$ cat config.mk
export PLATFORM = sky130hd
export DESIGN_NAME = mpf_rx
export DESIGN_NICKNAME = d
export VERILOG_FILES = /design/src/rtl/mpf_rx_pkg.sv /design/src/rtl/mpf_rx_sync.sv /design/src/rtl/mpf_rx_shifter.sv /design/src/rtl/mpf_rx.sv
export SDC_FILE = /design/constraint.sdc
export NUM_CORES = 1
export LEC_CHECK = 0
export BUFFER_PORTS_ARGS = -buffer_cell sky130_fd_sc_hd__buf_2
export CORE_MARGIN = 3
export CORE_UTILIZATION = 30
export DETAILED_ROUTE_END_ITERATION = 12
export SLEW_MARGIN = 10
export SYNTH_ARGS = -nofsm -noshare
export SYNTH_HDL_FRONTEND = slang
export SYNTH_SLANG_ARGS = --single-unit
$ cat constraint.sdc
create_clock -name clk -period 5.4 [get_ports clk]
set_input_delay 0 -clock clk [delete_from_list [all_inputs] [get_ports clk]]
set_output_delay 0 -clock clk [all_outputs]
set_load 0.05 [all_outputs]
$ cat src/rtl/mpf_rx_pkg.sv
package mpf_rx_pkg;

    typedef enum logic {
        SH_IDLE = 1'b0,
        SH_RUN  = 1'b1
    } sh_state_e;

    function automatic logic maj3(input logic [2:0] s);
        return (s[0] & s[1]) | (s[0] & s[2]) | (s[1] & s[2]);
    endfunction

endpackage

$ cat src/rtl/mpf_rx_sync.sv
module mpf_rx_sync #(
    parameter int STAGES = 2
) (
    input  logic clk,
    input  logic rst_n,
    input  logic din,
    output logic dout
);
    logic [STAGES-1:0] pipe_q;

    always_ff @(posedge clk or negedge rst_n) begin
        if (!rst_n) pipe_q <= '1;
        else        pipe_q <= {pipe_q[STAGES-2:0], din};
    end

    assign dout = pipe_q[STAGES-1];
endmodule

$ cat src/rtl/mpf_rx_shifter.sv
module mpf_rx_shifter
    import mpf_rx_pkg::*;
#(
    parameter int DATA_W = 8,
    parameter int OSR    = 16
) (
    input  logic              clk,
    input  logic              rst_n,
    input  logic              tick,
    input  logic              rx_s,
    input  logic              hold,
    output logic              done,
    output logic              stop_ok,
    output logic [DATA_W-1:0] frm_data,
    output logic              frm_mpb
);
    localparam int FRAME_BITS = DATA_W + 3;
    localparam int PHW        = $clog2(OSR);
    localparam int BIW        = $clog2(FRAME_BITS);
    localparam logic [PHW-1:0] PH_LAST = PHW'(OSR - 1);
    localparam logic [PHW-1:0] PH_VOTE = PHW'(OSR / 2 + 1);
    localparam logic [BIW-1:0] BI_STOP = BIW'(FRAME_BITS - 1);

    typedef struct packed {
        sh_state_e      state;
        logic [PHW-1:0] ph;
        logic [BIW-1:0] bidx;
        logic [2:0]     hist;
        logic [DATA_W:0] sh;
    } sh_regs_t;

    sh_regs_t q, d;
    logic [2:0]     hist_n;
    logic [PHW-1:0] ph_n;
    logic           vote;

    always_comb begin
        d       = q;
        done    = 1'b0;
        stop_ok = 1'b0;
        hist_n  = tick ? {q.hist[1:0], rx_s} : q.hist;
        vote    = maj3(hist_n);
        ph_n    = (q.ph == PH_LAST) ? '0 : q.ph + 1'b1;
        d.hist  = hist_n;
        case (q.state)
            SH_IDLE: begin
                if (tick && !hold && q.hist[0] && !rx_s) begin
                    d.state = SH_RUN;
                    d.ph    = '0;
                    d.bidx  = '0;
                end
            end
            default: begin
                if (hold) begin
                    d.state = SH_IDLE;
                end else if (tick) begin
                    d.ph = ph_n;
                    if (ph_n == '0) d.bidx = q.bidx + 1'b1;
                    if (ph_n == PH_VOTE) begin
                        if (q.bidx == '0) begin
                            if (vote) d.state = SH_IDLE;
                        end else if (q.bidx == BI_STOP) begin
                            done    = 1'b1;
                            stop_ok = vote;
                            d.state = SH_IDLE;
                        end else begin
                            d.sh = {vote, q.sh[DATA_W:1]};
                        end
                    end
                end
            end
        endcase
    end

    always_ff @(posedge clk or negedge rst_n) begin
        if (!rst_n) begin
            q.state <= SH_IDLE;
            q.ph    <= '0;
            q.bidx  <= '0;
            q.hist  <= '1;
            q.sh    <= '0;
        end else begin
            q <= d;
        end
    end

    assign frm_data = q.sh[DATA_W-1:0];
    assign frm_mpb  = q.sh[DATA_W];
endmodule

$ cat src/rtl/mpf_rx.sv
module mpf_rx
    import mpf_rx_pkg::*;
#(
    parameter int DATA_W    = 8,
    parameter int OSR       = 16,
    parameter int SYNC_STGS = 2
) (
    input  logic              clk,
    input  logic              rst_n,
    input  logic              os_tick,
    input  logic              rx_in,
    input  logic              id_mode_set,
    input  logic              rx_irq_en,
    input  logic              full_clr,
    input  logic              err_clr,
    output logic [DATA_W-1:0] rx_data,
    output logic              rx_full,
    output logic              rx_ovr,
    output logic              rx_ferr,
    output logic              rx_mpb,
    output logic              id_mode,
    output logic              rx_irq,
    output logic              rx_level
);
    typedef struct packed {
        logic [DATA_W-1:0] data;
        logic              mpb;
        logic              full;
        logic              ovr;
        logic              fer;
        logic              mpie;
    } rx_regs_t;

    rx_regs_t q, d;
    logic              rx_s;
    logic              hold;
    logic              done;
    logic              stop_ok;
    logic [DATA_W-1:0] frm_data;
    logic              frm_mpb;

    mpf_rx_sync #(.STAGES(SYNC_STGS)) u_sync (
        .clk  (clk),
        .rst_n(rst_n),
        .din  (rx_in),
        .dout (rx_s)
    );

    assign hold = q.ovr | q.fer;

    mpf_rx_shifter #(.DATA_W(DATA_W), .OSR(OSR)) u_shift (
        .clk     (clk),
        .rst_n   (rst_n),
        .tick    (os_tick),
        .rx_s    (rx_s),
        .hold    (hold),
        .done    (done),
        .stop_ok (stop_ok),
        .frm_data(frm_data),
        .frm_mpb (frm_mpb)
    );

    always_comb begin
        d = q;
        if (full_clr)    d.full = 1'b0;
        if (err_clr)     begin d.ovr = 1'b0; d.fer = 1'b0; end
        if (id_mode_set) d.mpie = 1'b1;
        if (done) begin
            if (!stop_ok) begin
                d.fer = 1'b1;
            end else if (q.mpie && !frm_mpb) begin
                d.full = d.full;
            end else if (d.full) begin
                d.ovr = 1'b1;
            end else begin
                d.data = frm_data;
                d.mpb  = frm_mpb;
                d.full = 1'b1;
                if (q.mpie) d.mpie = 1'b0;
            end
        end
    end

    always_ff @(posedge clk or negedge rst_n) begin
        if (!rst_n) q <= '0;
        else        q <= d;
    end

    assign rx_data  = q.data;
    assign rx_full  = q.full;
    assign rx_ovr   = q.ovr;
    assign rx_ferr  = q.fer;
    assign rx_mpb   = q.mpb;
    assign id_mode  = q.mpie;
    assign rx_irq   = rx_irq_en & (q.full | q.ovr | q.fer);
    assign rx_level = rx_s;
endmodule

==> metrics.md, run 1 <==
| Metric | Value |
|---|---|
| Unique masters post-synth | `38` |
| Worst skew pair latency | `0.28 ns` |
| Commonest non-fill, non-tap cell in the layout | `dfrtp_1` |
| Avg Cell Area, Syn | `13.7 µm²` |
| Final-report hold violation count | `0` |
| Die Y | `slightly above 80 µm` |
| Final max-slew violation count | `0` |
| Cts bufs inserted | `5` |
| Post-synthesis sequential area ratio | `between 50 and 60%` |
| Synth Register Bits | `36` |
| Routed length per placed instance | `12.7 µm` |
| Worst Skew | `0.00813 ns` |
| Iteration count of the initial detailed-routing pass | `3` |
| Layout cell share with drive strength beyond 1 | `40.9%` |
| FF-to-FF setup slack | `between 2 and 3 ns` |
| Worst Setup SP | `u_shift.q[17]` |
| Overall power after layout | `approximately 0.7 mW` |
| Final cell count without fillers | `231` |
| Post-CTS Hold Buffers | `4` |
| Worst hold path startpoint | `full_clr` |
| Fin Setup TNS | `0 ns` |
| Syn Inst Count | `128` |
| Total congestion overflow | `0` |
| Pin count of the biggest net entering global routing | `37` |
| Final worst setup slack | `2.90 ns` |
| Starting Density | `31.4%` |
| Area growth syn-to-layout | `18.2%` |
| Final period util | `a little under half` |
| MaxCap Viol Count | `0` |
| Area fraction of the dominant cell type after synthesis | `between 40% and 50%` |
| Max stage delay on crit path | `~0.82 ns` |
| Placed cell count | `219` |
| Endpoint class of the critical path | `flop` |
| Syn Nets | `141` |
| Vias in the first global route | `1022` |
| Pin slew with the least headroom to its limit | `approximately 1 ns` |
| Post-synth top area cell | `dfrtp_1` |
| Worst EP arrival | `2.67 ns` |
| Buffers added on ports | `22` |
| Pre-CTS setup slack | `2.89 ns` |
| R2R Path End | `u_shift.frm_data[3]` |
| First-pass GRT wire length | `4940 µm` |
| Final Wtd Congestion | `0.697` |
| IO Pins | `23` |
| Unrepaired setup endpoints after global routing | `no` |
| Status | `complete, no violations` |
| Fin area | `2070 µm²` |
| Synth area leaders | `dfrtp_1 (44%), mux2_4 (16%), dfstp_2 (7.5%), ha_1 (3.6%), mux2_2 (3.2%)` |
| Die area | `6780 µm²` |
| Final setup viols | `0` |
| Synthesized cell area | `1750 µm²` |
| Crit path cell chain | `ha_1 -> nor4bb_1 -> a41o_2 -> nor3b_2 -> mux2_4` |
| FMAX | `0.400 GHz` |
| WL final | `2940 µm` |
| Die X | `82.3 µm` |
| DR iter-0 viols | `75` |
| Antenna violations before repair | `0` |
| Tmin final | `2.50 ns` |
| Pwr dens | `roughly 330 nW/µm²` |
| WP data required | `5.57 ns` |
| Num rows | `27` |
| Min-delay worst type | `input port to flop` |
| CP Class | `flop to flop` |
| Worst hold path stage count | `3` |
| Critical-path top delay cell | `nor3b_2` |
| TritonCTS clock tree | `done` |
| Cell Area, Placed | `1920 µm²` |
| H-tree lvl count | `2` |
| Post-CTS Repair Setup Buffers | `0` |
| Worst reg2reg path depth | `5` |
| Clock transition at path regs | `0.07 ns` |
| CP Max Fanout | `9` |
| Vias per cell | `4.61` |
| Fin Hold WS | `0.0263 ns` |
| Warnings from Yosys | `0` |
| Nets | `171` |
| Worst reg2reg startpoint | `u_shift.q[17]` |
| Clock Tree Buf Depth | `2` |
| CTS root buffer | `clkbuf_8` |
| Num Clock Sinks | `36` |
| Global-route usage over all layers | `9.79%` |
| Slew HR | `33.4%` |
| Core Region | `5570 µm²` |
| Static Leak | `between 1 and 1.5 nW` |
| Drt drc | `0` |
| Element type at the critical path start | `flop` |
| Post-cts resize count | `0` |
| Final HPWL DP | `2030 µm` |
| Vias | `1065` |
| Antenna Cells | `0` |
| Final ANT Viol Nets | `0` |
| Hold EP | `rx_full` |
| Peak supply drop | `158 µV` |
| Final Util | `37.1%` |
| Most frequent cells in the layout | `dfrtp_1 (31), buf_2 (22), mux2_4 (19), inv_1 (7), nand2_1 (7)` |
-- cell usage after synthesis, drive strengths merged --
| master | instances |
|---|---|
| nand2 | 7 |
| o31a | 1 |
| maj3 | 1 |
| and2 | 2 |
| nor4 | 1 |
| inv | 7 |
| nor4bb | 1 |
| nand3 | 3 |
| o31ai | 1 |
| nor2 | 4 |
| nand2b | 3 |
| a22o | 1 |
| nand4 | 2 |
| and3b | 2 |
| nor4b | 1 |
| o22ai | 2 |
| a21o | 1 |
| a21oi | 4 |
| o21ai | 4 |
| nor2b | 1 |
| xnor2 | 2 |
| buf | 3 |
| a41o | 2 |
| nand4bb | 1 |
| o311ai | 1 |
| mux2 | 24 |
| nor3b | 2 |
| a211oi | 1 |
| dfstp | 5 |
| dfrtp | 31 |
| nor3 | 2 |
| ha | 5 |
-- worst max-delay path: cells and delay by family, from the launching register on --
family / cells / cell delay [ns]
AOI/OAI and AO/OA: 1 / 0.21
muxes: 1 / 0.36
DFF: 1 / 0.42
and+or+nand+nor: 2 / 1.12
adders and majority gates: 1 / 0.28
-- how the worst max path moves through the flow --
stage	cells after the start	endpoint	slack, ns
after floorplan	5	rx_data[0]	3.46
after global placement	6	u_shift.frm_data[6]	2.94
after detailed placement	5	u_shift.frm_data[1]	2.89
after CTS	5	u_shift.frm_data[1]	2.88
after global routing	6	u_shift.frm_data[7]	2.75
final	5	u_shift.frm_data[3]	2.90
-- metal layers --
metal | vias up | GRT usage [%] | part of all wire (%)
li1 | 515 | - | -
met1 | 526 | 13.7 | 50
met2 | 17 | 13.5 | 44
met3 | 7 | 3.36 | 4.0
met4 | 0 | 4.49 | 1.8
met5 | - | 0 | 0
-- registers in the layout (all words and copies together), names as in the netlist --
register,count
rx_full,1
rx_mpb,1
u_shift.frm_mpb,1
u_shift.frm_data,8
u_shift.q,12
id_mode,1
u_sync.pipe_q,2
rx_ovr,1
rx_data,8
rx_ferr,1
-- cell type report --
type / count / area, µm²
timing repair buffer: 26 / 150
multi-input combinational: 82 / 785
inverter: 7 / 26.3
clock inverter: 2 / 35.0
sequential: 36 / 907
clock buffer: 6 / 72.6
tap: 72 / 90.1
fill: 535 / 3510
-- cell families (layout without fill, tap and decap cells) --
logic type      count (synthesis)  after routing  share of synthesized area, %
simple gates                   32             32                          12.7
flops                          36             36                          51.9
fa+ha+maj                       6              6                          4.22
xor+xnor                        2              2                          1.00
compound gates                 18             18                          7.44
buf+inv                        10             41                          3.22
mux                            24             24                          19.5
-- power by group --
group | switching [mW] | leakage, nW | internal (mW)
clock | 0.0922 | 0.0552 | 0.137
combinational | 0.0709 | 0.483 | 0.0595
sequential | 0.0310 | 0.470 | 0.300
No activity file was read; power rests on OpenSTA's default activity.
==> run 2, diff against run 1 <==
- clock period: 5.4 -> 2 ns (I/O delays scaled with it)
==> metrics.md, run 2 (synthesized netlist as in run 1, its figures left out) <==
| Metric | Value |
|---|---|
| Status | `complete, no violations` |
| Worst EP arrival | `2.15 ns (-0.52 ns)` |
| Cts bufs inserted | `5 (unchanged)` |
| MaxCap Viol Count | `0 (unchanged)` |
| Buffers added on ports | `22 (unchanged)` |
| CTS root buffer | `clkbuf_8` |
| Vias | `1171 (+10%)` |
| DR iter-0 viols | `62 (-17%)` |
| Worst Skew | `0.00673 ns (-0.00140 ns)` |
| Final setup viols | `0 (unchanged)` |
| Overall power after layout | `2.15 mW (+210%)` |
| Num Clock Sinks | `36 (unchanged)` |
| Endpoint class of the critical path | `flop` |
| Layout cell share with drive strength beyond 1 | `49.7% (+8.8 points)` |
| CP Class | `flop to flop` |
| Met2 global-route usage | `17.1% (+3.7 points)` |
| Clock Tree Buf Depth | `2 (unchanged)` |
| Vias per cell | `4.74 (+2.8%)` |
| Most flops, register | `u_shift.q` |
| GRT met1 Usage | `14.2% (+0.54 points)` |
| Drt drc | `0 (unchanged)` |
| Final HPWL DP | `2280 µm (+12%)` |
| Final Wtd Congestion | `0.761 (+9.1%)` |
| Met3 GRT Util | `4.01% (+0.65 points)` |
| Die area | `6780 µm² (unchanged)` |
| CP Max Fanout | `4 (-5)` |
| Unrepaired setup endpoints after global routing | `yes` |
| Final Util | `41.0% (+4.0 points)` |
| Slew HR | `45.1% (+12 points)` |
| Static Leak | `1.13 nW (+12%)` |
| Nets | `187 (+9.4%)` |
| Core Region | `5570 µm² (unchanged)` |
| Peak supply drop | `453 µV (+190%)` |
| Final-report hold violation count | `0 (unchanged)` |
| Routed length per placed instance | `14.7 µm (+16%)` |
| Antenna violations before repair | `0 (unchanged)` |
| Area growth syn-to-layout | `30.9%` |
| FMAX | `0.506 GHz (+27%)` |
| WL final | `3640 µm (+24%)` |
| Total congestion overflow | `0 (unchanged)` |
| Num rows | `27 (unchanged)` |
| Iteration count of the initial detailed-routing pass | `4 (+1)` |
| IO Pins | `23 (unchanged)` |
| Min-delay worst type | `input port to flop` |
| Final period util | `98.8% (+52 points)` |
| H-tree lvl count | `2 (unchanged)` |
| Critical-path top delay cell | `dfrtp_1` |
| Worst skew pair latency | `0.29 ns (about the same)` |
| Max FFs per register | `12 (unchanged)` |
| Cell Area, Placed | `1990 µm² (+3.8%)` |
| Crit path cell chain | `ha_4 -> nor4bb_4 -> a41o_2 -> nor3b_4 -> clkbuf_16 -> mux2_4` |
| First-pass GRT wire length | `5700 µm (+15%)` |
| Final max-slew violation count | `0 (unchanged)` |
| TritonCTS clock tree | `done` |
| Commonest non-fill, non-tap cell in the layout | `dfrtp_1` |
| Max stage delay on crit path | `0.44 ns (-0.38 ns)` |
| Pin count of the biggest net entering global routing | `37 (unchanged)` |
| Vias in the first global route | `1212 (+19%)` |
| Final cell count without fillers | `247 (+6.9%)` |
| Die Y | `82.3 µm (unchanged)` |
| Global-route usage over all layers | `11.3% (+1.5 points)` |
| Clock transition at path regs | `0.08 ns (about the same)` |
| Layer with the highest usage | `met2` |
| Tmin final | `1.98 ns (-0.526 ns)` |
| Starting Density | `31.4% (unchanged)` |
| Placed cell count | `227 (+3.7%)` |
| WP data required | `2.18 ns (-3.39 ns)` |
| Die X | `82.3 µm (unchanged)` |
| Antenna Cells | `0 (unchanged)` |
| Pwr dens | `938 nW/µm² (+180%)` |
| Fin area | `2290 µm² (+11%)` |
| Element type at the critical path start | `flop` |
| Pin slew with the least headroom to its limit | `0.824 ns (-0.171 ns)` |
| Final ANT Viol Nets | `0 (unchanged)` |
| Most frequent cells in the layout | `dfrtp_1 (30), buf_2 (22), mux2_4 (19), buf_4 (13)` |
## run 2: cell types whose count changed in the layout (fill, tap and decap cells not counted), moves of 2 or more
cell	previous run	this run
ha_4	0	2
ha_1	5	3
clkbuf_8	5	7
buf_4	0	13
## run 2: power by group
group | switching [mW] | leakage (nW) | internal [mW] | total, mW
sequential | 0.0918 | 0.469 | 0.812 | 0.904
combinational | 0.265 | 0.593 | 0.271 | 0.537
clock | 0.265 | 0.0645 | 0.440 | 0.705
total | 0.623 | 1.13 | 1.52 | 2.15
## run 2: final cells by class
| cell class | count | area (µm²) |
|---|---|---|
| clock buffers | 7 | 96.3 |
| clock inverters | 1 | 30.0 |
| fillers | 543 | 3290 |
| inverters | 7 | 26.3 |
| multi-input cells | 83 | 843 |
| flip-flops and latches | 36 | 908 |
| well taps | 72 | 90.1 |
| repair buffers | 41 | 293 |
## run 2: timing repair
item                       4_1_cts  5_1_grt
hold buffers                     4        0
setup endpoints to repair        9       20
hold endpoints to repair        35        0
gates cloned                     0        2
setup buffers                    3        3
pin swaps                        0        1
resized for setup                2        7
## run 2: critical path, delay by kind of cell (launching register included)
kind	cells	cell delay [ns]
AOI/OAI and AO/OA	1	0.17
adders and majority gates	1	0.20
buffers and inverters	1	0.21
DFF	1	0.44
muxes	1	0.29
and+or+nand+nor	2	0.56
## run 2: metal layers
metal / vias up / share of wire [%]
li1: 553 / -
met1: 585 / 46
met2: 25 / 47
met3: 8 / 4.7
met4: 0 / 1.9
met5: - / 0
## run 2: worst paths after layout
check	start	endpoint	slack, ns	cells after the start
min in group asynchronous	rst_n	u_shift.q[17]	0.34	2
max	u_shift.q[16]	u_shift.frm_data[3]	0.02	6
max in group asynchronous	rst_n	u_shift.q[17]	1.11	2
max reg2reg	u_shift.q[16]	u_shift.frm_data[3]	0.02	6
min	full_clr	rx_full	0.02	3
min reg2reg	u_sync.pipe_q[0]	u_sync.pipe_q[1]	0.37	0
## run 2: through the flow
| stage | worst slack (ns) | TNS, ns | hold slack [ns] |
|---|---|---|---|
| final | 0.0237 | 0 | 0.0160 |
| after global routing | -0.0561 | -0.283 | 0.0340 |
| after CTS | 0.00929 | 0 | 0.0171 |
| after detailed placement | -0.0579 | -0.461 | 0.112 |
| after global placement | 0.0292 | 0 | 0.109 |
| after floorplan | 0.0585 | 0 | -0.296 |
==> run 3, diff against run 2 <==
- GPL_TIMING_DRIVEN: default -> 0
- TNS_END_PERCENT: default -> 5
==> metrics.md, run 3 (synthesized netlist as in run 1, its figures left out) <==
| Metric | Value |
|---|---|
| Die Y | `82.3 µm (unchanged)` |
| Pwr dens | `848 nW/µm² (-9.6%)` |
| Drt drc | `0 (unchanged)` |
| Clock Tree Buf Depth | `2 (unchanged)` |
| DR iter-0 viols | `44 (-29%)` |
| Status | `complete, no violations` |
| Element type at the critical path start | `flop` |
| Starting Density | `31.4% (unchanged)` |
| First-pass GRT wire length | `5460 µm (-4.2%)` |
| Vias in the first global route | `1169 (-3.5%)` |
| Vias per cell | `4.62 (-2.6%)` |
| CP Max Fanout | `8 (+4)` |
| Final Util | `39.5% (-1.5 points)` |
| Final-report hold violation count | `0 (unchanged)` |
| Antenna Cells | `0 (unchanged)` |
| Vias | `1122 (-4.2%)` |
| Num rows | `27 (unchanged)` |
| Static Leak | `1.07 nW (-4.5%)` |
| Most flops, register | `u_shift.q` |
| WP data required | `2.18 ns (about the same)` |
| Slew HR | `47.9% (+2.8 points)` |
| Comb pwr share | `24.3% (-0.7 points)` |
| Layout cell share with drive strength beyond 1 | `48.5% (-1.2 points)` |
| IO Pins | `23 (unchanged)` |
| Final HPWL DP | `2130 µm (-6.3%)` |
| Final max-slew violation count | `0 (unchanged)` |
| Pin slew with the least headroom to its limit | `0.781 ns (-0.0425 ns)` |
| CTS root buffer | `clkbuf_8` |
| Final period util | `96.1% (-2.7 points)` |
| Area growth syn-to-layout | `26.1%` |
| Reg power frac | `48.8% (+6.7 points)` |
| Worst skew pair latency | `0.29 ns (about the same)` |
| Pin count of the biggest net entering global routing | `37 (unchanged)` |
| Worst EP arrival | `2.10 ns (-0.05 ns)` |
| Die area | `6780 µm² (unchanged)` |
| Tmin final | `1.92 ns (-0.0539 ns)` |
| Endpoint class of the critical path | `flop` |
| Final Wtd Congestion | `0.716 (-5.8%)` |
| Max FFs per register | `12 (unchanged)` |
| H-tree lvl count | `2 (unchanged)` |
| Peak supply drop | `532 µV (+17%)` |
| Global-route usage over all layers | `10.7% (-0.53 points)` |
| Final setup viols | `0 (unchanged)` |
| FMAX | `0.520 GHz (+2.8%)` |
| Antenna violations before repair | `0 (unchanged)` |
| Switching power | `0.576 mW (-7.5%)` |
| Placed cell count | `221 (-2.6%)` |
| Buffers added on ports | `21 (-4.5%)` |
| Clock transition at path regs | `0.07 ns (about the same)` |
| Nets | `183 (-2.1%)` |
| Most frequent cells in the layout | `dfrtp_1 (29), buf_2 (21), mux2_4 (19), buf_4 (8), nand2_1 (7)` |
| WL final | `3170 µm (-13%)` |
| Overall power after layout | `1.87 mW (-13%)` |
| Final cell count without fillers | `243 (-1.6%)` |
| FF-to-FF setup slack | `0.08 ns (+0.05 ns)` |
| Fin Hold WS | `0.0150 ns (-0.00105 ns)` |
| Final ANT Viol Nets | `0 (unchanged)` |
| CP Class | `flop to flop` |
| Num Clock Sinks | `36 (unchanged)` |
| Total congestion overflow | `0 (unchanged)` |
| MaxCap Viol Count | `0 (unchanged)` |
| Worst Skew | `0.00230 ns (-0.00443 ns)` |
| Unrepaired setup endpoints after global routing | `yes` |
| Die X | `82.3 µm (unchanged)` |
| P_int | `1.29 mW (-15%)` |
| Commonest non-fill, non-tap cell in the layout | `dfrtp_1` |
| Routed length per placed instance | `13.0 µm (-12%)` |
| TritonCTS clock tree | `done` |
| Cts bufs inserted | `5 (unchanged)` |
| Sw Ratio | `30.8% (+1.8 points)` |
| Min-delay worst type | `input port to flop` |
| Iteration count of the initial detailed-routing pass | `4 (unchanged)` |
| Clock network power share | `26.9% (-6.0 points)` |
| Core Region | `5570 µm² (unchanged)` |
[run 3: cell types whose count changed in the layout (fill, tap and decap cells not counted), sizes merged]
cell,delta
buf,-3
clkinv,+3
clkbuf,-3
nand4,-1
dlygate4sd3,+1
bufinv,-1
[run 3: repair_timing]
| item | in CTS | in global routing |
|---|---|---|
| cloned | 1 | 0 |
| resized for setup | 4 | 7 |
| pin swaps | 0 | 2 |
| endpoints found under the hold margin | 38 | 0 |
| buffers inserted | 4 | 4 |
| setup endpoints to repair | 18 | 19 |
| hold buffers | 5 | 0 |
[run 3: power by group through the flow]
stage | Clock (mW) | Combinational [mW] | Sequential, mW
detailed placement | 0 | 0.354 | 0.910
global route | 0.549 | 0.515 | 0.930
floorplan | 0 | 0.281 | 0.890
global placement | 0 | 0.350 | 0.905
CTS | 0.523 | 0.385 | 0.898
finish | 0.503 | 0.454 | 0.911
[run 3: critical path, cell delays in order, from the launching register on]
cell	delay, ns
dfrtp_2	0.44
buf_4	0.15
and3b_1	0.22
a41o_2	0.32
buf_4	0.15
nand4_4	0.09
buf_12	0.14
mux2_4	0.30
[run 3: stage by stage]
step	TNS [ns]	cell area (µm²)	worst slack, ns
6_report	0	2200	0.0776
5_1_grt	-0.00733	2200	-0.00660
4_1_cts	-0.0169	2150	-0.00618
3_5_place_dp	-0.402	1940	-0.0525
3_3_place_gp	-0.278	1940	-0.0321
2_1_floorplan	0	1750	0.0585
[run 3: final cells by class]
cell class                      count  area, µm²
Inverter                            7       26.3
Buffer                              3       30.0
Multi-Input combinational cell     82        821
Timing Repair Buffer               35        239
Tap cell                           72       90.1
Clock buffer                        5       68.8
Fill cell                         567       3370
Sequential cell                    36        910
Clock inverter                      3       18.8
[run 3: final timing paths]
kind / start / end / cells past startpoint
min in group asynchronous: rst_n / u_shift.q[17] / 2
min: full_clr / rx_full / 3
max reg2reg: u_shift.q[17] / rx_data[4] / 7
max: u_shift.q[17] / rx_data[4] / 7
min reg2reg: u_sync.pipe_q[0] / u_sync.pipe_q[1] / 0
max in group asynchronous: rst_n / u_shift.q[16] / 2
[run 3: per-layer routing]
metal	track usage, %	vias to the layer above	part of all wire, %
met3	4.01	6	4.5
met2	17.2	19	46
li1	-	542	-
met5	0	-	0
met1	13.1	555	48
met4	3.99	0	1.4
